<file path="src/rtl/arb_pkg.sv">
package arb_pkg;
  localparam int unsigned CTRL_W = 32;

  typedef enum logic {
    SLOT_SHARED = 1'b0,
    SLOT_PREF   = 1'b1
  } slot_e;

  function automatic int unsigned deny_pos(int unsigned src);
    return 2 * src;
  endfunction

  function automatic int unsigned pref_pos(int unsigned src);
    return 2 * src + 1;
  endfunction
endpackage

</file>
<file path="src/rtl/arb_ctrl_reg.sv">
module arb_ctrl_reg
  import arb_pkg::*;
#(
  parameter int unsigned NSRC  = 5,
  parameter int unsigned TMO_W = 13
) (
  input  logic              clk,
  input  logic              rst_n,
  input  logic              wr_en,
  input  logic [CTRL_W-1:0] wr_data,
  output logic [NSRC-1:0]   deny_vec,
  output logic [NSRC-1:0]   pref_oh,
  output logic              pref_any,
  output logic [TMO_W-1:0]  tmo_lim
);
  logic [NSRC-2:0]  deny_q;
  logic [NSRC-1:0]  pref_q;
  logic [TMO_W-1:0] lim_q;

  always_ff @(posedge clk or negedge rst_n) begin
    if (!rst_n) begin
      deny_q <= '1;
      pref_q <= '0;
      lim_q  <= '1;
    end else if (wr_en) begin
      for (int unsigned i = 0; i < NSRC - 1; i++) deny_q[i] <= wr_data[deny_pos(i)];
      for (int unsigned i = 0; i < NSRC; i++)     pref_q[i] <= wr_data[pref_pos(i)];
      lim_q <= wr_data[CTRL_W-1 -: TMO_W];
    end
  end

  // last source has no deny bit: always eligible
  assign deny_vec = {1'b0, deny_q};
  // isolate lowest set preference bit
  assign pref_oh  = pref_q & (~pref_q + NSRC'(1));
  assign pref_any = |pref_q;
  assign tmo_lim  = lim_q;
endmodule

</file>
<file path="src/rtl/arb_rr_pick.sv">
module arb_rr_pick #(
  parameter int unsigned N  = 5,
  parameter int unsigned IW = $clog2(N)
) (
  input  logic [N-1:0]  mask,
  input  logic [IW-1:0] last,
  output logic          found,
  output logic [IW-1:0] win
);
  always_comb begin
    found = 1'b0;
    win   = '0;
    for (int k = 1; k <= int'(N); k++) begin
      int c;
      c = int'(last) + k;
      if (c >= int'(N)) c = c - int'(N);
      if (!found && mask[c]) begin
        found = 1'b1;
        win   = IW'(c);
      end
    end
  end
endmodule

</file>
<file path="src/rtl/arb_hold_timer.sv">
module arb_hold_timer #(
  parameter int unsigned TMO_W = 13
) (
  input  logic             clk,
  input  logic             rst_n,
  input  logic             start,
  input  logic             active,
  input  logic             done,
  input  logic [TMO_W-1:0] lim,
  output logic             expire
);
  logic [TMO_W-1:0] cnt_q;

  always_ff @(posedge clk or negedge rst_n) begin
    if (!rst_n)      cnt_q <= '0;
    else if (start)  cnt_q <= '0;
    else if (active) cnt_q <= cnt_q + TMO_W'(1);
  end

  // limit of zero switches the check off
  assign expire = active && !done && (lim != '0) && (cnt_q == lim - TMO_W'(1));
endmodule

</file>
<file path="src/rtl/bus_owner_arb.sv">
module bus_owner_arb
  import arb_pkg::*;
#(
  parameter int unsigned NSRC  = 5,
  parameter int unsigned TMO_W = 13
) (
  input  logic              clk,
  input  logic              rst_n,
  input  logic [NSRC-1:0]   req,
  input  logic              done,
  input  logic              cfg_wr,
  input  logic [CTRL_W-1:0] cfg_wdata,
  output logic [NSRC-1:0]   grant,
  output logic              tmo_err
);
  localparam int unsigned IW = $clog2(NSRC);

  logic [NSRC-1:0]  deny_vec, pref_oh, elig, others, rr_mask, nxt_grant, grant_q;
  logic [TMO_W-1:0] tmo_lim;
  logic             pref_any, rr_found, use_pref, arb_go, owned, expire, release_now, tmo_q;
  logic [IW-1:0]    rr_idx, last_q;
  slot_e            slot_q;

  arb_ctrl_reg #(.NSRC(NSRC), .TMO_W(TMO_W)) u_ctrl (
    .clk(clk), .rst_n(rst_n), .wr_en(cfg_wr), .wr_data(cfg_wdata),
    .deny_vec(deny_vec), .pref_oh(pref_oh), .pref_any(pref_any), .tmo_lim(tmo_lim)
  );

  assign elig    = req & ~deny_vec;
  assign others  = elig & ~pref_oh;
  assign rr_mask = (|others) ? others : elig;

  arb_rr_pick #(.N(NSRC), .IW(IW)) u_rr (
    .mask(rr_mask), .last(last_q), .found(rr_found), .win(rr_idx)
  );

  assign owned       = |grant_q;
  assign arb_go      = !owned && rr_found;
  assign use_pref    = pref_any && (slot_q == SLOT_PREF) && |(pref_oh & elig);
  assign nxt_grant   = use_pref ? pref_oh : (NSRC'(1) << rr_idx);
  assign release_now = owned && (done || expire);

  arb_hold_timer #(.TMO_W(TMO_W)) u_timer (
    .clk(clk), .rst_n(rst_n), .start(arb_go), .active(owned),
    .done(done), .lim(tmo_lim), .expire(expire)
  );

  always_ff @(posedge clk or negedge rst_n) begin
    if (!rst_n) begin
      grant_q <= '0;
      tmo_q   <= 1'b0;
      slot_q  <= SLOT_PREF;
      last_q  <= IW'(NSRC - 1);
    end else begin
      tmo_q <= expire;
      if (release_now) begin
        grant_q <= '0;
      end else if (arb_go) begin
        grant_q <= nxt_grant;
        slot_q  <= (slot_q == SLOT_PREF) ? SLOT_SHARED : SLOT_PREF;
        if (!use_pref) last_q <= rr_idx;
      end
    end
  end

  assign grant   = grant_q;
  assign tmo_err = tmo_q;
endmodule

</file>
<file path="config.mk">
export PLATFORM = sky130hd
export DESIGN_NAME = bus_owner_arb
export DESIGN_NICKNAME = d
export VERILOG_FILES = /design/src/rtl/arb_pkg.sv /design/src/rtl/arb_ctrl_reg.sv /design/src/rtl/arb_rr_pick.sv /design/src/rtl/arb_hold_timer.sv /design/src/rtl/bus_owner_arb.sv
export SDC_FILE = /design/constraint.sdc
export NUM_CORES = 1
export LEC_CHECK = 0
export ABC_AREA = 1
export BUFFER_PORTS_ARGS = -buffer_cell sky130_fd_sc_hd__buf_2
export CORE_MARGIN = 5
export CORE_UTILIZATION = 50
export CTS_BUF_LIST = sky130_fd_sc_hd__clkbuf_8
export DETAILED_ROUTE_END_ITERATION = 10
export PLACE_DENSITY = 0.83
export SYNTH_ARGS = -nofsm -noshare
export SYNTH_HDL_FRONTEND = slang
export SYNTH_SLANG_ARGS = --single-unit
export TNS_END_PERCENT = 100
</file>
<file path="constraint.sdc">
create_clock -name clk -period 6.6 [get_ports clk]
set_input_delay 0.66 -clock clk [delete_from_list [all_inputs] [get_ports clk]]
set_output_delay 0.66 -clock clk [all_outputs]
set_load 0.03 [all_outputs]
</file>
After elaboration in Yosys (flattened, before gate mapping)
Index checks and enable logic that the tools add are counted.
{"block": "classes", "add_sub_neg": 13, "order_cmp": 10, "n_eq_ne": 1, "shift": 1, "mux": 37, "bitwise": 9, "n_reduce_logical": 27}
{"op": "$ge A32 B4 Y1 const B", "n": 5}
{"op": "$lt A32 B5 Y1 const B", "n": 5}
{"op": "$mux W32", "n": 5}
{"op": "$sub A32 B4 Y32 const B", "n": 5}
{"op": "$mux W13", "n": 2}
{"op": "$and A5 B5 Y5", "n": 4}
{"op": "$mux W5", "n": 4}
{"op": "$reduce_or A5 Y1", "n": 4}
{"op": "$mux W1", "n": 16}
{"op": "$bmux W1 S3", "n": 5}
{"op": "$mux W3", "n": 5}
{"op": "$add A13 B1 Y13 const B", "n": 1}
{"op": "$eq A13 B13 Y1", "n": 1}
{"op": "$reduce_bool A13 Y1", "n": 1}
{"op": "$sub A13 B1 Y13 const B", "n": 1}
{"op": "$logic_and A1 B1 Y1", "n": 11}
{"op": "$not A5 Y5", "n": 2}
{"op": "$add A3 B2 Y4 const B", "n": 2}
{"op": "$add A3 B3 Y4 const B", "n": 2}
{"op": "$logic_not A1 Y1", "n": 6}
{"op": "$add A5 B1 Y5 const B", "n": 1}
{"op": "$not A4 Y5", "n": 1}
{"op": "$shl A1 B3 Y5 const A", "n": 1}
{"op": "$add A3 B1 Y4 const B", "n": 1}
{"op": "5 further kinds", "n": 7}
{"block": "totals", "register_bits": 45, "inputBits": 41, "output_inout_bits": 6, "wordCells": 106}

Depth between registers and ports, before layout
{"block": "logic_depth", "ltp_word": 27, "depth_mapped": 24, "ltp_nobuf": 23}

By module
A second synthesis with hierarchy kept.
{"block": "hier_totals", "cells_unflattened": 599, "hier_area_um2": 4111.4}
{"module": "arb_hold_timer", "instances": 1, "cells_per_inst": 189, "area_each_um2": 1197.4, "seq_area_each_um2": 325.3}
{"module": "arb_rr_pick", "instances": 1, "cells_per_inst": 204, "area_each_um2": 1142.3, "seq_area_each_um2": 0.0}
{"module": "arb_ctrl_reg", "instances": 1, "cells_per_inst": 106, "area_each_um2": 1058.5, "seq_area_each_um2": 571.8}
{"module": "bus_owner_arb", "instances": 1, "cells_per_inst": 100, "area_each_um2": 713.2, "seq_area_each_um2": 252.7}

Worst setup path before layout
OpenSTA, ideal clock, no wires.
{"block": "synth_path", "path_type": "reg-to-reg", "startpoint": "reg last_q[0]", "endpoint": "reg grant_q[4] (netlist: grant[4])", "setup_ns": 0.126, "t_arrival_ns": 2.959, "t_required_ns": 6.474, "path_slack_ns": 3.515, "stages_incl_launch_ff": 23, "n_path_buf": 2, "period_less_slack_ns": 3.085, "path_cell_list": "dfrtp_1 buf_4 inv_2 ha_1 inv_1 fa_1 nor2_1 nor2_2 nand2_1 o21ai_0 nor2_1 nand3_1 nand2_1 nor2_1 a21oi_1 nand2_1 nor3_2 nand2_1 nand2_2 buf_6 nor2_8 o21ai_2 nand3_1"}
{"block": "synth_between", "elab_chain_len": 23, "word_cells_on_any_way": 59, "cone_classes": "10 x add/sub; 5 x order compare; 1 x shift; 33 x mux; 10 x reduce/logical"}
{"element": "start, declared", "line_no": "bus_owner_arb.sv:21", "text": "logic [IW-1:0] rr_idx, last_q;"}
{"element": "start signal, assigned", "line_no": "bus_owner_arb.sv:53", "text": "last_q <= IW'(NSRC - 1);"}
{"element": "start signal, assigned", "line_no": "bus_owner_arb.sv:61", "text": "if (!use_pref) last_q <= rr_idx;"}
{"element": "$add A3 B1 Y4", "line_no": "arb_rr_pick.sv:15", "text": "c = int'(last) + k;"}
{"element": "$sub A32 B4 Y32 or $ge A32 B4 Y1 (tied branches)", "line_no": "arb_rr_pick.sv:16", "text": "if (c >= int'(N)) c = c - int'(N);"}
{"element": "$mux W32", "line_no": "arb_rr_pick.sv:16"}
{"element": "$bmux W1 S3", "line_no": "arb_rr_pick.sv:17", "text": "if (!found && mask[c]) begin"}
{"element": "$mux W1 (implied by the code) (2 in series)", "line_no": "arb_rr_pick.sv:17"}
{"element": "$mux W1", "line_no": "arb_rr_pick.sv:17"}
{"element": "$logic_not A1 Y1", "line_no": "arb_rr_pick.sv:17"}
{"element": "$logic_and A1 B1 Y1", "line_no": "arb_rr_pick.sv:17"}
{"element": "[... 6 more ...]"}
{"element": "$mux W1", "line_no": "arb_rr_pick.sv:17"}
{"element": "$logic_not A1 Y1", "line_no": "arb_rr_pick.sv:17"}
{"element": "$logic_and A1 B1 Y1", "line_no": "arb_rr_pick.sv:17"}
{"element": "$mux W3", "line_no": "arb_rr_pick.sv:17"}
{"element": "$shl A1 B3 Y5", "line_no": "bus_owner_arb.sv:40", "text": "assign nxt_grant = use_pref ? pref_oh : (NSRC'(1) << rr_idx);"}
{"element": "$mux W5", "line_no": "bus_owner_arb.sv:40"}
{"element": "$mux W5", "line_no": "bus_owner_arb.sv:58", "text": "end else if (arb_go) begin"}
{"element": "$mux W5", "line_no": "bus_owner_arb.sv:56", "text": "if (release_now) begin"}
{"element": "end signal, assigned", "line_no": "bus_owner_arb.sv:59", "text": "grant_q <= nxt_grant;"}
{"element": "end, declared", "line_no": "bus_owner_arb.sv:18", "text": "logic [NSRC-1:0] deny_vec, pref_oh, elig, others, rr_mask, nxt_grant, grant_q;"}
Several ways; a longest one is shown, not always the timed one. The select of a mux whose other input is x is not followed.
A chain may end at the register's enable or synchronous reset.

Final worst setup path
{"block": "layout_path", "startpoint": "reg last_q[0]", "endpoint": "reg grant_q[0] (netlist: grant[0])"}
Same word-level chain as after synthesis.

==> results.yml <==
floorplan:
  die-area_mm2: 0.008570
  core_area_mm2: 0.006719
  initial_utilization_pct: 50.74
  die_h_um: 92.58
  die_x_um: 92.58
  ios: 47
  rows: 30
power:
  p_comb_share_pct: 69.2
  p_sw_mw: 1.054
  peakVddDrop_uv: 214.4
  swShare_pct: 54.50
  total_power_mw: 1.933
  power.share.sequential_pct: 20.1
  internal-power_mw: 0.8796
  clkPwrFrac_pct: 10.8
  leakagePower_nw: 1.910
  power_density_mw_per_mm2: 513.2
status:
  outcome: "completed"
worst_setup_path:
  cp-start-kind: "flop"
  path_buf_inv: 3
  cp.arrival_ns: 4.09
  crit_type: "flop to flop"
  path_common_cell: "nand2_1"
  slowest_stage: "dfrtp_1"
  crit_family: "simple AND/OR/NAND/NOR gates"
  path_max_fanout: 15
  worst_path_largest_cell_delay_ns: 0.60
  path_cells: "inv_2 -> ha_1 -> inv_1 -> fa_1 -> nor2_1 -> nor2_2 -> o21ai_0 -> nor2_1 -> nand2_1 -> nor2_1 -> a21oi_1 -> nand2_1 -> nor3_2 -> nand2_1 -> nand2_2 -> inv_2 -> o21ai_0 -> nor2_1 -> nand2_1 -> nand2_1"
  end_kind: "flop"
  crit_required_ns: 6.80
global_routing:
  grt.total_usage_pct: 18.61
  grt_pass1_vias: 3059
  grt_pass1_wl_mm: 13.17
  antenna_found_initial: 0
  grt.overflow.total: 0
  grt_start_max_net_pins: 46
cells_and_area:
  final_nets: 575
  syn_to_final_growth_pct: 10.50
  drive_gt1_share_pct: 18.20
  layout_commonest_cell: "nand2_1"
  layout_common_cells: "nand2_1 (131), inv_1 (55), nor2_1 (50), nand3_1 (46), buf_2 (36)"
  fin_area_mm2: 0.003767
  n_antenna_cell: 0
placement:
  postPlaceCellArea_mm2: 0.003656
  dp_hpwl_mm: 6.127
  gp_congestion: 0.9171
  dp_slack_ns: 2.802
  io_buffers: 36
yosys:
  synth_nets: 538
  synth.cell_area_mm2: 0.003410
  synthCells: 484
  synth_area_leaders: "dfrtp_1 (19%), dfstp_2 (15%), nand2_1 (14%), nand3_1 (6.8%), inv_1 (5.9%)"
  synth_top_area_share_pct: 19.08
  ys_types: 41
  synth_top_area_cell: "dfrtp_1"
  syn_area_per_cell_um2: 7.044
  ys_seq_area_share_pct: 33.72
  ys_ff_latch: 45
  yosysWarnings: 0
timing:
  period_needed_ns: 3.894
  tns_ns: 0
  fmax_mhz: 256.8
  worst_slack_ns: 2.706
  setup_viol_count_final: 0
  slew_viol_final: 0
  grt_setup_unrepaired: "false"
  hold_violations: 0
  slew_headroom_pct: 35.32
  fin_crit_sh_pct: 59.00
  clock-skew-final_ns: 0.009023
  tightest_slew_ns: 0.9702
drt:
  drtPass1Iterations: 5
  drt_wl_total_mm: 7.780
  wl_per_cell_um: 12.92
  final_antenna_net_count: 0
  drcViolationCount: 0
  vias: 3244
  drtIter0Drc: 255
  routed_via_density: 5.389
cts:
  path_clk_slew_ns: 0.09
  cts_tree: "built"
  cts_made_buffers: 5
  hold_buffers: 0
  cts.root.buffer_cell: "clkbuf_8"
  clock_sinks: 45
  clk_latency_ns: 0.30
  cts_setup_buffers: 0
  h-tree-depth: 2
  post_cts_resized: 0
  clock_tree.buffer_depth: 2
hold_path:
  hold_path.class: "input port to asynchronous set/reset pin"
run:
  cap_viol_max_count: 0
-- metrics by stage --
step	instances	hold slack, ns	util (%)
6_report	602	0.4958	56.07
5_1_grt	602	0.5093	56.07
4_1_cts	602	0.5005	56.07
3_5_place_dp	594	0.4872	54.41
3_3_place_gp	594	0.4740	54.41
2_1_floorplan	484	0.3644	-
-- sequential cells by signal, summed over array words and instances (netlist names) --
register        flops
grant               5
u_ctrl.pref_q       5
tmo_err             1
u_timer.cnt_q      13
u_ctrl.deny_q       4
slot_q              1
u_ctrl.tmo_lim     13
last_q              3
-- final timing paths --
| check | from | to | slack [ns] | cells past startpoint |
|---|---|---|---|---|
| min in group clk | u_ctrl.deny_q[2] | u_ctrl.deny_q[2] | 0.50 | 2 |
| max in group asynchronous | rst_n | u_ctrl.pref_q[3] | 5.48 | 1 |
| max | last_q[0] | grant[0] | 2.71 | 20 |
| min reg2reg | u_ctrl.deny_q[2] | u_ctrl.deny_q[2] | 0.50 | 2 |
| max reg2reg | last_q[0] | grant[0] | 2.71 | 20 |
| min | rst_n | u_timer.cnt_q[4] | 0.50 | 1 |
-- power groups by stage --
stage / Sequential [mW] / Clock, mW / Combinational [mW]
after floorplan: 0.388 / 0 / 1.07
after global routing: 0.395 / 0.225 / 1.51
after CTS: 0.387 / 0.213 / 1.31
after global placement: 0.390 / 0 / 1.27
final: 0.388 / 0.208 / 1.34
after detailed placement: 0.392 / 0 / 1.31
-- area by class of cell --
type,count,area [um2]
fillers,611,2952
multi-input cells,374,2004
flip-flops and latches,45,1150
inverters,59,221.5
repair buffers,36,180.2
well taps,80,100.1
clock buffers,5,68.82
clock inverters,3,42.54
-- cells by family after synthesis --
family / count (synthesis) / share of synthesized area, %
AOI/OAI and AO/OA: 60 / 9.578
xor gates and xnor gates: 22 / 5.872
adders and majority gates: 13 / 4.991
buffers and inverters: 65 / 7.486
DFF: 45 / 33.72
muxes: 7 / 2.312
and+or+nand+nor: 272 / 36.04
-- Yosys cell counts, drive strengths merged --
master / instances
inv: 59
fa: 1
ha: 12
and2: 1
a31oi: 2
o22ai: 1
a21o: 2
o2111ai: 1
buf: 2
clkbuf: 4
or2: 2
nor2: 58
nand3b: 1
xnor2: 7
dfrtp: 26
mux2: 7
a22oi: 1
nor3: 7
xor2: 15
nand2: 136
o31ai: 1
o21bai: 1
nor3b: 1
dfstp: 19
a21oi: 10
o21ai: 40
o211ai: 1
nand4: 16
nand3: 50
-- per-layer routing --
| layer | global-route usage (%) | part of all wire (%) | routed length (um) |
|---|---|---|---|
| met4 | 5.817 | 1.7 | 134 |
| met3 | 2.681 | 4.8 | 371 |
| met2 | 31.00 | 46 | 3597 |
| met1 | 24.92 | 47 | 3676 |
| met5 | 0 | 0 | 0 |
Note: power is estimated with default switching activity, not from simulation.
